### config.mk
export PLATFORM = sky130hd
export DESIGN_NAME = lvds_pixel_serializer
export DESIGN_NICKNAME = d
export VERILOG_FILES = /design/src/rtl/lvds_ser_pkg.sv /design/src/rtl/lvds_slot_timer.sv /design/src/rtl/lvds_bit_mapper.sv /design/src/rtl/lvds_lane_shifter.sv /design/src/rtl/lvds_pixel_serializer.sv
export SDC_FILE = /design/constraint.sdc
export NUM_CORES = 1
export LEC_CHECK = 0
export BUFFER_PORTS_ARGS = -buffer_cell sky130_fd_sc_hd__buf_2
export CORE_ASPECT_RATIO = 1.75
export CORE_UTILIZATION = 37
export DETAILED_ROUTE_END_ITERATION = 6
export PLACE_DENSITY = 0.54
export SLEW_MARGIN = 20
export SYNTH_ARGS = -nofsm -noshare
export SYNTH_HDL_FRONTEND = slang
export SYNTH_SLANG_ARGS = --single-unit
### constraint.sdc
create_clock -name clk -period 4.11 [get_ports clk]
set_clock_uncertainty 0.05 [all_clocks]
set_input_delay 0.822 -clock clk [delete_from_list [all_inputs] [get_ports clk]]
set_output_delay 0.822 -clock clk [all_outputs]
set_load 0.01 [all_outputs]
### src/rtl/lvds_ser_pkg.sv
package lvds_ser_pkg;
  localparam int NUM_LANES = 4;
  localparam int NUM_SLOTS = 7;
  localparam int COLOR_W   = 8;
  localparam int CTL_W     = 4;
  localparam int SLOT_W    = $clog2(NUM_SLOTS);

  typedef enum logic [1:0] {
    MAP_NARROW18 = 2'd0,
    MAP_LOWEXT24 = 2'd1,
    MAP_HIEXT24  = 2'd2,
    MAP_SPARE    = 2'd3
  } map_e;

  typedef struct packed {
    logic [CTL_W-1:0]   ctl;
    logic [COLOR_W-1:0] r;
    logic [COLOR_W-1:0] g;
    logic [COLOR_W-1:0] b;
  } pixel_t;

  typedef logic [NUM_SLOTS-1:0] slot_word_t;
endpackage

### src/rtl/lvds_slot_timer.sv
module lvds_slot_timer
  import lvds_ser_pkg::*;
#(
  parameter logic [NUM_SLOTS-1:0] CLK_PATTERN = 7'b1100011
) (
  input  logic              clk,
  input  logic              rst,
  input  logic              bit_en,
  output logic [SLOT_W-1:0] next_slot_o,
  output logic              load_o,
  output logic              clk_lane_o
);
  localparam logic [SLOT_W-1:0] LAST_SLOT = SLOT_W'(NUM_SLOTS - 1);

  logic [SLOT_W-1:0] slot_q;
  logic              clk_q;
  logic              at_last;

  always_comb begin
    at_last     = (slot_q == LAST_SLOT);
    load_o      = bit_en && at_last;
    next_slot_o = at_last ? '0 : slot_q + 1'b1;
  end

  always_ff @(posedge clk) begin
    if (rst) begin
      slot_q <= '0;
      clk_q  <= CLK_PATTERN[0];
    end else if (bit_en) begin
      slot_q <= next_slot_o;
      clk_q  <= CLK_PATTERN[next_slot_o];
    end
  end

  assign clk_lane_o = clk_q;

  AST_SLOT_RANGE: assert property (@(posedge clk) disable iff (rst)
    slot_q <= LAST_SLOT);
  AST_SLOT_FROZEN: assert property (@(posedge clk) disable iff (rst)
    !bit_en |=> $stable(slot_q) && $stable(clk_q));
  AST_WRAP_ZERO: assert property (@(posedge clk) disable iff (rst)
    load_o |=> (slot_q == '0));
endmodule

### src/rtl/lvds_bit_mapper.sv
module lvds_bit_mapper
  import lvds_ser_pkg::*;
(
  input  pixel_t                      px,
  input  map_e                        mode,
  output slot_word_t [NUM_LANES-1:0]  words
);
  localparam int WIN_W = COLOR_W - 2;

  logic             hi_ext;
  logic             narrow;
  logic [WIN_W-1:0] rw, gw, bw;
  logic [1:0]       re, ge, be;

  always_comb begin
    hi_ext = (mode == MAP_HIEXT24);
    narrow = (mode == MAP_NARROW18) || (mode == MAP_SPARE);
    // six-bit window on lanes 0..2, two-bit remainder on lane 3
    rw = hi_ext ? px.r[WIN_W-1:0] : px.r[COLOR_W-1:2];
    gw = hi_ext ? px.g[WIN_W-1:0] : px.g[COLOR_W-1:2];
    bw = hi_ext ? px.b[WIN_W-1:0] : px.b[COLOR_W-1:2];
    re = hi_ext ? px.r[COLOR_W-1:WIN_W] : px.r[1:0];
    ge = hi_ext ? px.g[COLOR_W-1:WIN_W] : px.g[1:0];
    be = hi_ext ? px.b[COLOR_W-1:WIN_W] : px.b[1:0];

    // bit s of each word is slot s
    words[0] = {rw[0], rw[1], rw[2], rw[3], rw[4], rw[5], gw[0]};
    words[1] = {gw[1], gw[2], gw[3], gw[4], gw[5], bw[0], bw[1]};
    words[2] = {bw[2], bw[3], bw[4], bw[5], px.ctl[0], px.ctl[1], px.ctl[2]};
    words[3] = narrow ? '0 :
               {re[0], re[1], ge[0], ge[1], be[0], be[1], px.ctl[3]};
  end
endmodule

### src/rtl/lvds_lane_shifter.sv
module lvds_lane_shifter
  import lvds_ser_pkg::*;
(
  input  logic              clk,
  input  logic              rst,
  input  logic              bit_en,
  input  logic              load,
  input  slot_word_t        fresh_word,
  input  logic [SLOT_W-1:0] pick,
  output logic              lane_o
);
  slot_word_t held_q;
  logic       out_q;

  always_ff @(posedge clk) begin
    if (rst) begin
      held_q <= '0;
      out_q  <= 1'b0;
    end else if (bit_en) begin
      if (load) held_q <= fresh_word;
      out_q <= load ? fresh_word[pick] : held_q[pick];
    end
  end

  assign lane_o = out_q;

  AST_LANE_FROZEN: assert property (@(posedge clk) disable iff (rst)
    !bit_en |=> $stable(out_q));
  AST_WORD_KEPT: assert property (@(posedge clk) disable iff (rst)
    !load |=> $stable(held_q));
endmodule

### src/rtl/lvds_pixel_serializer.sv
module lvds_pixel_serializer
  import lvds_ser_pkg::*;
#(
  parameter logic [NUM_SLOTS-1:0] CLK_PATTERN = 7'b1100011
) (
  input  logic                 clk,
  input  logic                 rst,
  input  logic                 bit_en,
  input  logic [1:0]           map_sel,
  input  logic                 mirror,
  input  logic [COLOR_W-1:0]   red,
  input  logic [COLOR_W-1:0]   green,
  input  logic [COLOR_W-1:0]   blue,
  input  logic                 hsync,
  input  logic                 vsync,
  input  logic                 de,
  input  logic                 user_ctl,
  output logic [NUM_LANES-1:0] lane_data,
  output logic                 clk_lane,
  output logic                 pix_take
);
  localparam logic [SLOT_W-1:0] LAST_SLOT = SLOT_W'(NUM_SLOTS - 1);

  pixel_t                     px_in;
  slot_word_t [NUM_LANES-1:0] fresh_words;
  logic [SLOT_W-1:0]          next_slot;
  logic [SLOT_W-1:0]          pick;
  logic                       load;
  logic                       mirror_q;
  logic                       mirror_eff;
  logic                       take_q;
  logic                       narrow_in;

  always_comb begin
    px_in.ctl  = {user_ctl, de, vsync, hsync};
    px_in.r    = red;
    px_in.g    = green;
    px_in.b    = blue;
    narrow_in  = (map_sel == MAP_NARROW18) || (map_sel == MAP_SPARE);
    mirror_eff = load ? mirror : mirror_q;
    pick       = mirror_eff ? (LAST_SLOT - next_slot) : next_slot;
  end

  lvds_slot_timer #(.CLK_PATTERN(CLK_PATTERN)) u_timer (
    .clk         (clk),
    .rst         (rst),
    .bit_en      (bit_en),
    .next_slot_o (next_slot),
    .load_o      (load),
    .clk_lane_o  (clk_lane)
  );

  lvds_bit_mapper u_mapper (
    .px    (px_in),
    .mode  (map_e'(map_sel)),
    .words (fresh_words)
  );

  for (genvar ln = 0; ln < NUM_LANES; ln++) begin : g_lane
    lvds_lane_shifter u_shift (
      .clk        (clk),
      .rst        (rst),
      .bit_en     (bit_en),
      .load       (load),
      .fresh_word (fresh_words[ln]),
      .pick       (pick),
      .lane_o     (lane_data[ln])
    );
  end

  always_ff @(posedge clk) begin
    if (rst) begin
      mirror_q <= 1'b0;
      take_q   <= 1'b0;
    end else begin
      if (load) mirror_q <= mirror;
      take_q <= load;
    end
  end

  assign pix_take = take_q;

  AST_TAKE_SINGLE: assert property (@(posedge clk) disable iff (rst)
    pix_take |=> !pix_take);
  AST_TAKE_WITH_CLK: assert property (@(posedge clk) disable iff (rst)
    load |=> pix_take && clk_lane);
  AST_NARROW_LANE3: assert property (@(posedge clk) disable iff (rst)
    load && narrow_in |=> !lane_data[3]);
  AST_MIRROR_HELD: assert property (@(posedge clk) disable iff (rst)
    !load |=> $stable(mirror_q));
endmodule

==> results of run 1 <==
-- layout make-up --
type	count	area, sq um
Clock buffer	6	139
Clock inverter	2	60.1
Fill cell	699	3650
Inverter	7	26.3
Multi-Input combinational cell	219	1520
Sequential cell	38	761
Tap cell	82	103
Timing Repair Buffer	44	233
-- stage by stage --
step	total power, mW	cells	cell area, sq um
floorplan	0.507	294	2470
global placement	0.551	390	2640
detailed placement	0.552	390	2640
CTS	1.08	398	2840
global route	1.10	398	2840
finish	1.06	398	2840
-- cell usage in the layout, fill, tap and decap left out, drive strengths merged, types with 3 or more instances in the layout --
cell type,n
inv,6
a211oi,22
nor3,11
nor2,36
or3,4
clkbuf,6
nand3,4
buf,44
nor3b,4
nand2,20
mux2,5
a21oi,17
ha,3
o21ai,9
nand2b,4
mux2i,40
dfxtp,38
o211ai,3
nor4,4
-- worst min-delay path, cell delays in order, from the launching register on --
cell and delay, ns:
dfxtp_1 0.31, nand2_1 0.05, a21oi_1 0.05
-- sequential cells by signal, indices dropped and copies added (netlist names) --
signal / count
g_lane.u_shift.held_q: 28
g_lane.u_shift.lane_o: 4
u_timer.slot_q: 3
mirror_q: 1
pix_take: 1
u_timer.clk_lane_o: 1
-- power breakdown --
part           leakage, nW  internal (mW)  switching [mW]  total [mW]
sequential           0.307          0.374          0.0106       0.385
clock               0.0971          0.364           0.155       0.519
combinational        0.638         0.0676          0.0902       0.158
-- worst paths after layout --
check	startpoint	endpoint	slack [ns]	cells past startpoint
max reg2reg	u_timer.slot_q[2]	g_lane[2].u_shift.lane_o	0.89	7
min reg2reg	g_lane[3].u_shift.held_q[4]	g_lane[3].u_shift.held_q[4]	0.41	2
max	u_timer.slot_q[2]	g_lane[2].u_shift.lane_o	0.89	7
min	g_lane[3].u_shift.held_q[4]	g_lane[3].u_shift.held_q[4]	0.41	2
-- routing by layer --
metal	vias to the layer above	global-route usage	routed length, microns
met4	0	0.0925	142
met3	9	0.0340	203
met1	1013	0.226	2720
met2	39	0.381	3590
met5	-	0	0
li1	1113	-	-
-- logic make-up (layout without fill, tap and decap cells) --
| family | Yosys count | in the layout |
|---|---|---|
| buffers and inverters | 37 | 59 |
| flip-flops | 38 | 38 |
| AO/OA/AOI/OAI | 69 | 69 |
| adder cells (fa/ha/maj) | 3 | 3 |
| multiplexers | 45 | 45 |
| XOR/XNOR | 3 | 3 |
| AND/OR/NAND/NOR | 99 | 99 |
==> out/qor.csv, run 1 <==
metric,value,unit
rsz0062_at_grt,false,
antenna_found_initial,0,
clock_latency,0.28,ns
h-tree-depth,2,
postCtsSetupBuffers,0,
antenna_left,0,
max_freq,310,MHz
drc,0,
routed_wl,6660,microns
start_util,0.381,
synthTopCellsByArea,"dfxtp_1 31%, mux2i_1 15%, a211oi_1 6.7%",
yosys.area.top_type,dfxtp_1,
yosys_most_used_dff,dfxtp_1,
clock_sinks,38,
first_pass_iters,4,
place_ws,0.679,ns
ir_worst_vdd,291,uV
leakage,1.04,nW
synth_top_family_by_area,simple AND/OR/NAND/NOR gates,
cts_tree,built,
p_per_area,374,nW/um^2
maxSlewViolCount,0,
cpPeakStageDelay,0.54,ns
ys_top_cells_by_count,"38 x dfxtp_1, 38 x mux2i_1, 36 x nor2_1",
ys_seq_area_frac,0.308,
fp.dieW,63.8,microns
syn_area_per_cell,8.41,sq um
critPathArrivalTime,3.33,ns
outcome,finished clean,
slew-limit-headroom,0.500,
criticalPathCategory,reg2reg,
holdWs,0.408,ns
yosysWarnings,0,
die_area,7020,sq um
fin_util,0.437,
cts_hold_buf,0,
coreArea,6490,sq um
setup_viol,0,
cts.repair.resized,0,
vias_per_cell,5.46,
period_share,0.784,
clk_path_buf_depth,2,
drt_iter0_drc,74,
drive_above_1_share,0.196,
required,4.22,ns
gp_congestion,0.847,
fin_crit,3.22,ns
ys_types,50,
synth-compound-area-share,0.192,
nets,352,
portBuffers,39,
clk_pin_slew,0.06,ns
avgRoutedWirePerCell,16.7,microns
grt_max_degree,45,
via_count,2174,
syn_inst,294,
syn_area,2470,sq um
crit_path_start_kind,register,
syn-num-nets,331,
tightest_slew,0.750,ns
worstPathCellList,a21oi_1 > inv_1 > ha_1 > mux2i_4 > nor3_1 > o311ai_0 > or4b_1,
synthSimpleGateAreaFrac,0.196,
synthMuxAreaShare,0.195,
grt_pass1_vias,2169,
fp.dieH,110,microns
max_cap_violations,0,
io_pins,40,
synth_xor_xnor_area_share,0.0162,
cts_buffers,5,
endpoint_kind,register,
crit_fanout,19,
setup_tns,0,ns
async_flop_share,0,
grt_overflow,0,
path_buf_inv,1,
hold_viol_final,0,
setup_ws,0.888,ns
grt_pass1_wl,10800,microns
ys_seq_elements,38,
rows,39,
min_path_type,reg2reg,
crit_family,compound AO/OA/AOI/OAI gates,
grt_usage,0.206,
critPathSlowestCell,mux2i_4,
synth_edf_count,0,
yosysTopAreaCellShare,0.308,
synth_fa_ha_area_frac,0.0152,
cts-root-buf,clkbuf_16,
num_antenna_cells,0,
area_growth,14.9,%
hpwl,4930,microns
(Power assumes the default switching activity.)
==> inputs of run 2 (changes only) <==
==> constraint.sdc (replaced) <==
create_clock -name clk -period 3.2 [get_ports clk]
set_clock_uncertainty 0.05 [all_clocks]
set_input_delay 0.64 -clock clk [delete_from_list [all_inputs] [get_ports clk]]
set_output_delay 0.64 -clock clk [all_outputs]
set_load 0.01 [all_outputs]
==> run 2 against run 1 <==
Against the previous run: critical path depth grew 1; critical endpoint is now g_lane[0].u_shift.lane_o; via count rose by 3.1%; total power up 30%; combinational power rose by 42%; core utilization up 1.2 points.
==> out/qor.csv, run 2 (synthesis results as in run 1) <==
metric,value,unit
avgRoutedWirePerCell,16.1,microns
grt_max_degree,45,
p_switching,329,uW
io_pins,40,
gp_congestion,0.804,
multi_input_area,1520,sq um
setup_tns,0,ns
layout_commonest_cell,buf_2,
critical_path_depth,8,
clk_path_buf_depth,2,
cts_tree,built,
drc,0,
required,3.32,ns
crit_path_start_kind,register,
rrSetupSlack,0.32,ns
worstPathCellList,inv_1 > a21oi_1 > ha_1 > mux2i_4 > buf_4 > mux2_2 > a221oi_1 > a211oi_1,
power.internal,1.05,mW
antenna_left,0,
largest_reg_flops,28,
postCtsSetupBuffers,0,
criticalPathCategory,reg2reg,
p_comb_frac,0.163,
drive_above_1_share,0.221,
grt_pass1_wl,10800,microns
wirelength_met1,2710,microns
cpPeakStageDelay,0.47,ns
p_per_area,472,nW/um^2
die_area,7020,sq um
clock_latency,0.28,ns
rsz0062_at_grt,false,
final_cell_mix,"39 x buf_2, 38 x mux2i_1, 38 x dfxtp_1",
p_seq_frac,0.355,
setup_viol,0,
cts_buffers,5,
fin_crit,2.88,ns
r2r_start,u_timer.slot_q[1],
wl_met3,190,microns
leakage,1.09,nW
period_share,0.900,
h-tree-depth,2,
cts-root-buf,clkbuf_16,
min_path_type,reg2reg,
num_antenna_cells,0,
vias_per_cell,5.49,
tightest_slew,0.543,ns
first_pass_iters,4,
rows,39,
area_growth,17.9,%
fillers,673,
cts.repair.resized,0,
crit_fanout,12,
regMostFlops,g_lane.u_shift.held_q,
outcome,finished clean,
grt_usage,0.205,
place_ws,0.230,ns
critPathArrivalTime,3.00,ns
nets,362,
hpwl,5070,microns
drt_iter0_drc,107,
max_freq,347,MHz
start_util,0.381,
dr.max_layer_used,met4,
fp.dieH,110,microns
crit_family,multiplexers,
worstReg2RegEnd,g_lane[0].u_shift.lane_o,
path_buf_inv,2,
worstSetupStartpoint,u_timer.slot_q[1],
grt_pass1_vias,2087,
clk_pin_slew,0.06,ns
clock_sinks,38,
critPathSlowestCell,dfxtp_1,
endpoint,g_lane[0].u_shift.lane_o,
reg2reg_depth,8,
routed-wl-met2,3540,microns
cts_hold_buf,0,
endpoint_kind,register,
antenna_found_initial,0,
maxSlewViolCount,0,
coreArea,6490,sq um
power_frac_clock,0.482,
seq_area,761,sq um
grt_overflow,0,
via_count,2241,
ir_worst_vdd,410,uV
max_cap_violations,0,
portBuffers,39,
slew-limit-headroom,0.634,
setup_ws,0.319,ns
routed_wl,6570,microns
swShare,0.239,
hold_viol_final,0,
fp.dieW,63.8,microns
-- run 2: worst min path at each step --
stage	startpoint	end	slack (ns)	depth (start not counted)
6_report	g_lane[3].u_shift.held_q[4]	g_lane[3].u_shift.held_q[4]	0.41	2
5_1_grt	g_lane[3].u_shift.held_q[4]	g_lane[3].u_shift.held_q[4]	0.44	2
4_1_cts	g_lane[3].u_shift.held_q[6]	g_lane[3].u_shift.held_q[6]	0.42	2
3_5_place_dp	g_lane[3].u_shift.held_q[4]	g_lane[3].u_shift.held_q[4]	0.41	2
3_3_place_gp	g_lane[3].u_shift.held_q[4]	g_lane[3].u_shift.held_q[4]	0.40	2
2_1_floorplan	g_lane[3].u_shift.held_q[0]	g_lane[3].u_shift.held_q[0]	0.39	2
-- run 2: final cells by class --
cell class              count  area share
well taps                  82      0.0352
multi-input cells         219       0.521
inverters                   7     0.00902
clock inverters             2      0.0206
repair buffers             54       0.106
flip-flops and latches     38       0.261
clock buffers               6      0.0477
-- run 2: layer usage --
| metal | vias to the layer above | track usage |
|---|---|---|
| met2 | 55 | 0.385 |
| li1 | 1128 | - |
| met1 | 1045 | 0.225 |
| met5 | - | 0 |
| met4 | 0 | 0.0747 |
| met3 | 13 | 0.0370 |
-- run 2: power groups by stage --
stage / clock, mW / combinational [mW] / sequential, mW
2_1_floorplan: 0 / 0.156 / 0.495
3_3_place_gp: 0 / 0.224 / 0.499
3_5_place_dp: 0 / 0.226 / 0.499
4_1_cts: 0.676 / 0.226 / 0.489
5_1_grt: 0.698 / 0.246 / 0.490
6_report: 0.664 / 0.225 / 0.488
-- run 2: worst register-to-register path: stages (launching register included) --
cell and delay [ns]:
dfxtp_1 0.47, inv_1 0.10, a21oi_1 0.37, ha_1 0.39, mux2i_4 0.45, buf_4 0.23
mux2_2 0.32, a221oi_1 0.29, a211oi_1 0.11
-- run 2: stage by stage --
step                 util  hold slack [ns]  area (sq um)  total power [mW]  std cells
floorplan               -            0.386          2470             0.651        294
global placement    0.418            0.399          2720             0.723        400
detailed placement  0.418            0.407          2720             0.725        400
CTS                 0.449            0.416          2910              1.39        408
global route        0.449            0.437          2910              1.43        408
finish              0.449            0.409          2910              1.38        408
==> inputs of run 3 (changes only) <==
--- a/config.mk
+++ b/config.mk
@@ -5,11 +5,13 @@
 export SDC_FILE = /design/constraint.sdc
 export NUM_CORES = 1
 export LEC_CHECK = 0
+export ABC_AREA = 1
 export BUFFER_PORTS_ARGS = -buffer_cell sky130_fd_sc_hd__buf_2
 export CORE_ASPECT_RATIO = 1.75
 export CORE_UTILIZATION = 37
 export DETAILED_ROUTE_END_ITERATION = 6
 export PLACE_DENSITY = 0.54
+export SKIP_LAST_GASP = 1
 export SLEW_MARGIN = 20
 export SYNTH_ARGS = -nofsm -noshare
 export SYNTH_HDL_FRONTEND = slang
==> run 3 against run 2 <==
Against the previous run: sequential share of layout area increased by 0.23 points; setup slack improved by 0.54 ns; clock power decreased by 25%; synthesized area increased by 3.6%; first-iteration DRC count decreased by 2.8%; flip-flop and latch count unchanged; hold slack got worse by 0.011 ns; sequential power increased by 2%; global-route usage increased by 1.2 points.
==> out/qor.csv, run 3 <==
metric,value,unit
outcome,finished clean,
yosysWarnings,0,
leakage,1.40,nW
holdWs,0.399,ns
place_ws,0.545,ns
wirelength_met1,3030,microns
antenna_found_initial,0,
start_util,0.389,
yosysMostFrequentCell,nand2_1,
yosys.area.top_type,dfxtp_1,
syn_area,2560,sq um
wl_met3,281,microns
holdPathStages,2,
crit_path_start_kind,input pin,
num_antenna_cells,0,
drt_iter0_drc,104,
rows,39,
setup_tns,0,ns
multi_input_area,1450,sq um
p_switching,397,uW
fin_crit,2.34,ns
seq_area,761,sq um
p_seq_frac,0.386,
clk_path_buf_depth,2,
worstPathCellList,buf_2 > inv_1 > ha_1 > inv_1 > o21ai_0 > nand2_1 > nand2_1 > nand2_1 > nand3_1 > nand3_1 > nand3_1 > a21oi_1,
via_count,2637,
ys_seq_elements,38,
fillers,750,
required,3.30,ns
layout_commonest_cell,nand2_1,
clk_pin_slew,0.05,ns
routed_wl,7160,microns
async_flop_share,0,
slew-limit-headroom,0.594,
hpwl,5230,microns
grt_pass1_vias,2546,
clock_latency,0.29,ns
min_path_type,reg2reg,
area_growth,12.9,%
syn_area_per_cell,5.95,sq um
reg2reg_depth,12,
setup_ws,0.857,ns
post_dp_cell_area,2740,sq um
cts_tree,built,
syn_inst,430,
cts_buffers,5,
synth_edf_count,0,
drc,0,
first_pass_iters,4,
regMostFlops,g_lane.u_shift.held_q,
stdcell_area,2890,sq um
gp_congestion,0.785,
hold_viol_final,0,
ys_types,27,
setup_viol,0,
power_frac_clock,0.389,
io_pins,40,
critical_path_depth,12,
yosysTopAreaCellShare,0.297,
cts_hold_buf,0,
p_per_area,446,nW/um^2
fp.dieW,64.9,microns
clock_sinks,38,
criticalPathCategory,in2reg,
avgRoutedWirePerCell,13.3,microns
crit_fanout,14,
cts.repair.resized,0,
grt_max_degree,42,
period_share,0.732,
drive_above_1_share,0.143,
placedCellCount,529,
portBuffers,39,
synthTopCellsByArea,"dfxtp_1 30%, nand2_1 22%, o21ai_0 9.0%",
largest_reg_flops,28,
fp.dieH,112,microns
grt_usage,0.217,
max_cap_violations,0,
h-tree-depth,2,
rsz0062_at_grt,false,
ys_top_cells_by_count,"153 x nand2_1, 46 x inv_1, 46 x o21ai_0",
ys_seq_area_frac,0.297,
grt_pass1_wl,12100,microns
vias_per_cell,4.91,
critPathArrivalTime,2.45,ns
maxSlewViolCount,0,
endpoint_kind,register,
crit_family,simple AND/OR/NAND/NOR gates,
p_comb_frac,0.225,
tightest_slew,0.609,ns
die_area,7270,sq um
yosys_most_used_dff,dfxtp_1,
cpPeakStageDelay,0.42,ns
swShare,0.308,
fin_cells,537,
syn-num-nets,467,
routed-wl-met2,3690,microns
critPathSlowestCell,ha_1,
final_cell_mix,"153 x nand2_1, 46 x inv_1, 46 x o21ai_0",
dr.max_layer_used,met4,
ir_worst_vdd,310,uV
coreArea,6590,sq um
power.internal,892,uW
cts-root-buf,clkbuf_16,
path_buf_inv,3,
grt_overflow,0,
max_freq,427,MHz
postCtsSetupBuffers,0,
nets,491,
antenna_left,0,
run 3: stage by stage:
stage,total power [mW],util
after floorplan,0.728,-
after global placement,0.798,0.416
after detailed placement,0.798,0.416
after CTS,1.31,0.439
after global routing,1.37,0.439
final,1.29,0.439
run 3: worst register-to-register path, stage by stage, from the launching register on:
cell and delay (ns):
dfxtp_1 0.49, inv_2 0.11, nand2_2 0.09, buf_4 0.38, inv_2 0.28, nand2_1 0.13, nand2_1 0.05, inv_1 0.04
nand2_1 0.05, nand3_1 0.09, nand3_1 0.08, nand3_1 0.14, a21oi_1 0.08
run 3: cell type report:
class                   instances  area share
clock inverters                 1     0.00173
inverters                      52      0.0689
multi-input cells             314       0.503
flip-flops and latches         38       0.263
clock buffers                   7      0.0494
well taps                      82      0.0355
repair buffers                 43      0.0780
run 3: path summary, 6_finish.rpt:
| path | slack, ns | endpoint | start |
|---|---|---|---|
| setup reg to reg | 1.03 | g_lane[2].u_shift.lane_o | u_timer.slot_q[0] |
| hold / removal | 0.40 | g_lane[1].u_shift.held_q[5] | g_lane[1].u_shift.held_q[5] |
| hold reg to reg | 0.40 | g_lane[1].u_shift.held_q[5] | g_lane[1].u_shift.held_q[5] |
| setup / recovery | 0.86 | g_lane[3].u_shift.lane_o | map_sel[0] |
run 3: logic make-up (layout without fill, tap and decap cells):
kind of cell             Yosys count  after routing  synth area share
XOR/XNOR                           1              1           0.00342
AO/OA/AOI/OAI                     78             78             0.157
flip-flops                        38             38             0.297
adder cells (fa/ha/maj)            3              3            0.0147
AND/OR/NAND/NOR                  232            232             0.393
buffers and inverters             78            103             0.135
run 3: power groups by stage:
stage	Sequential (mW)	Clock, mW	Combinational, mW
6_report	0.498	0.501	0.290
5_1_grt	0.500	0.537	0.331
4_1_cts	0.498	0.516	0.291
3_5_place_dp	0.508	0	0.289
3_3_place_gp	0.508	0	0.290
2_1_floorplan	0.507	0	0.221
run 3: layer usage:
metal,global-route usage,up-vias
li1,-,1401
met1,0.256,1160
met2,0.382,68
met3,0.0244,8
met4,0.0993,0
met5,0,-
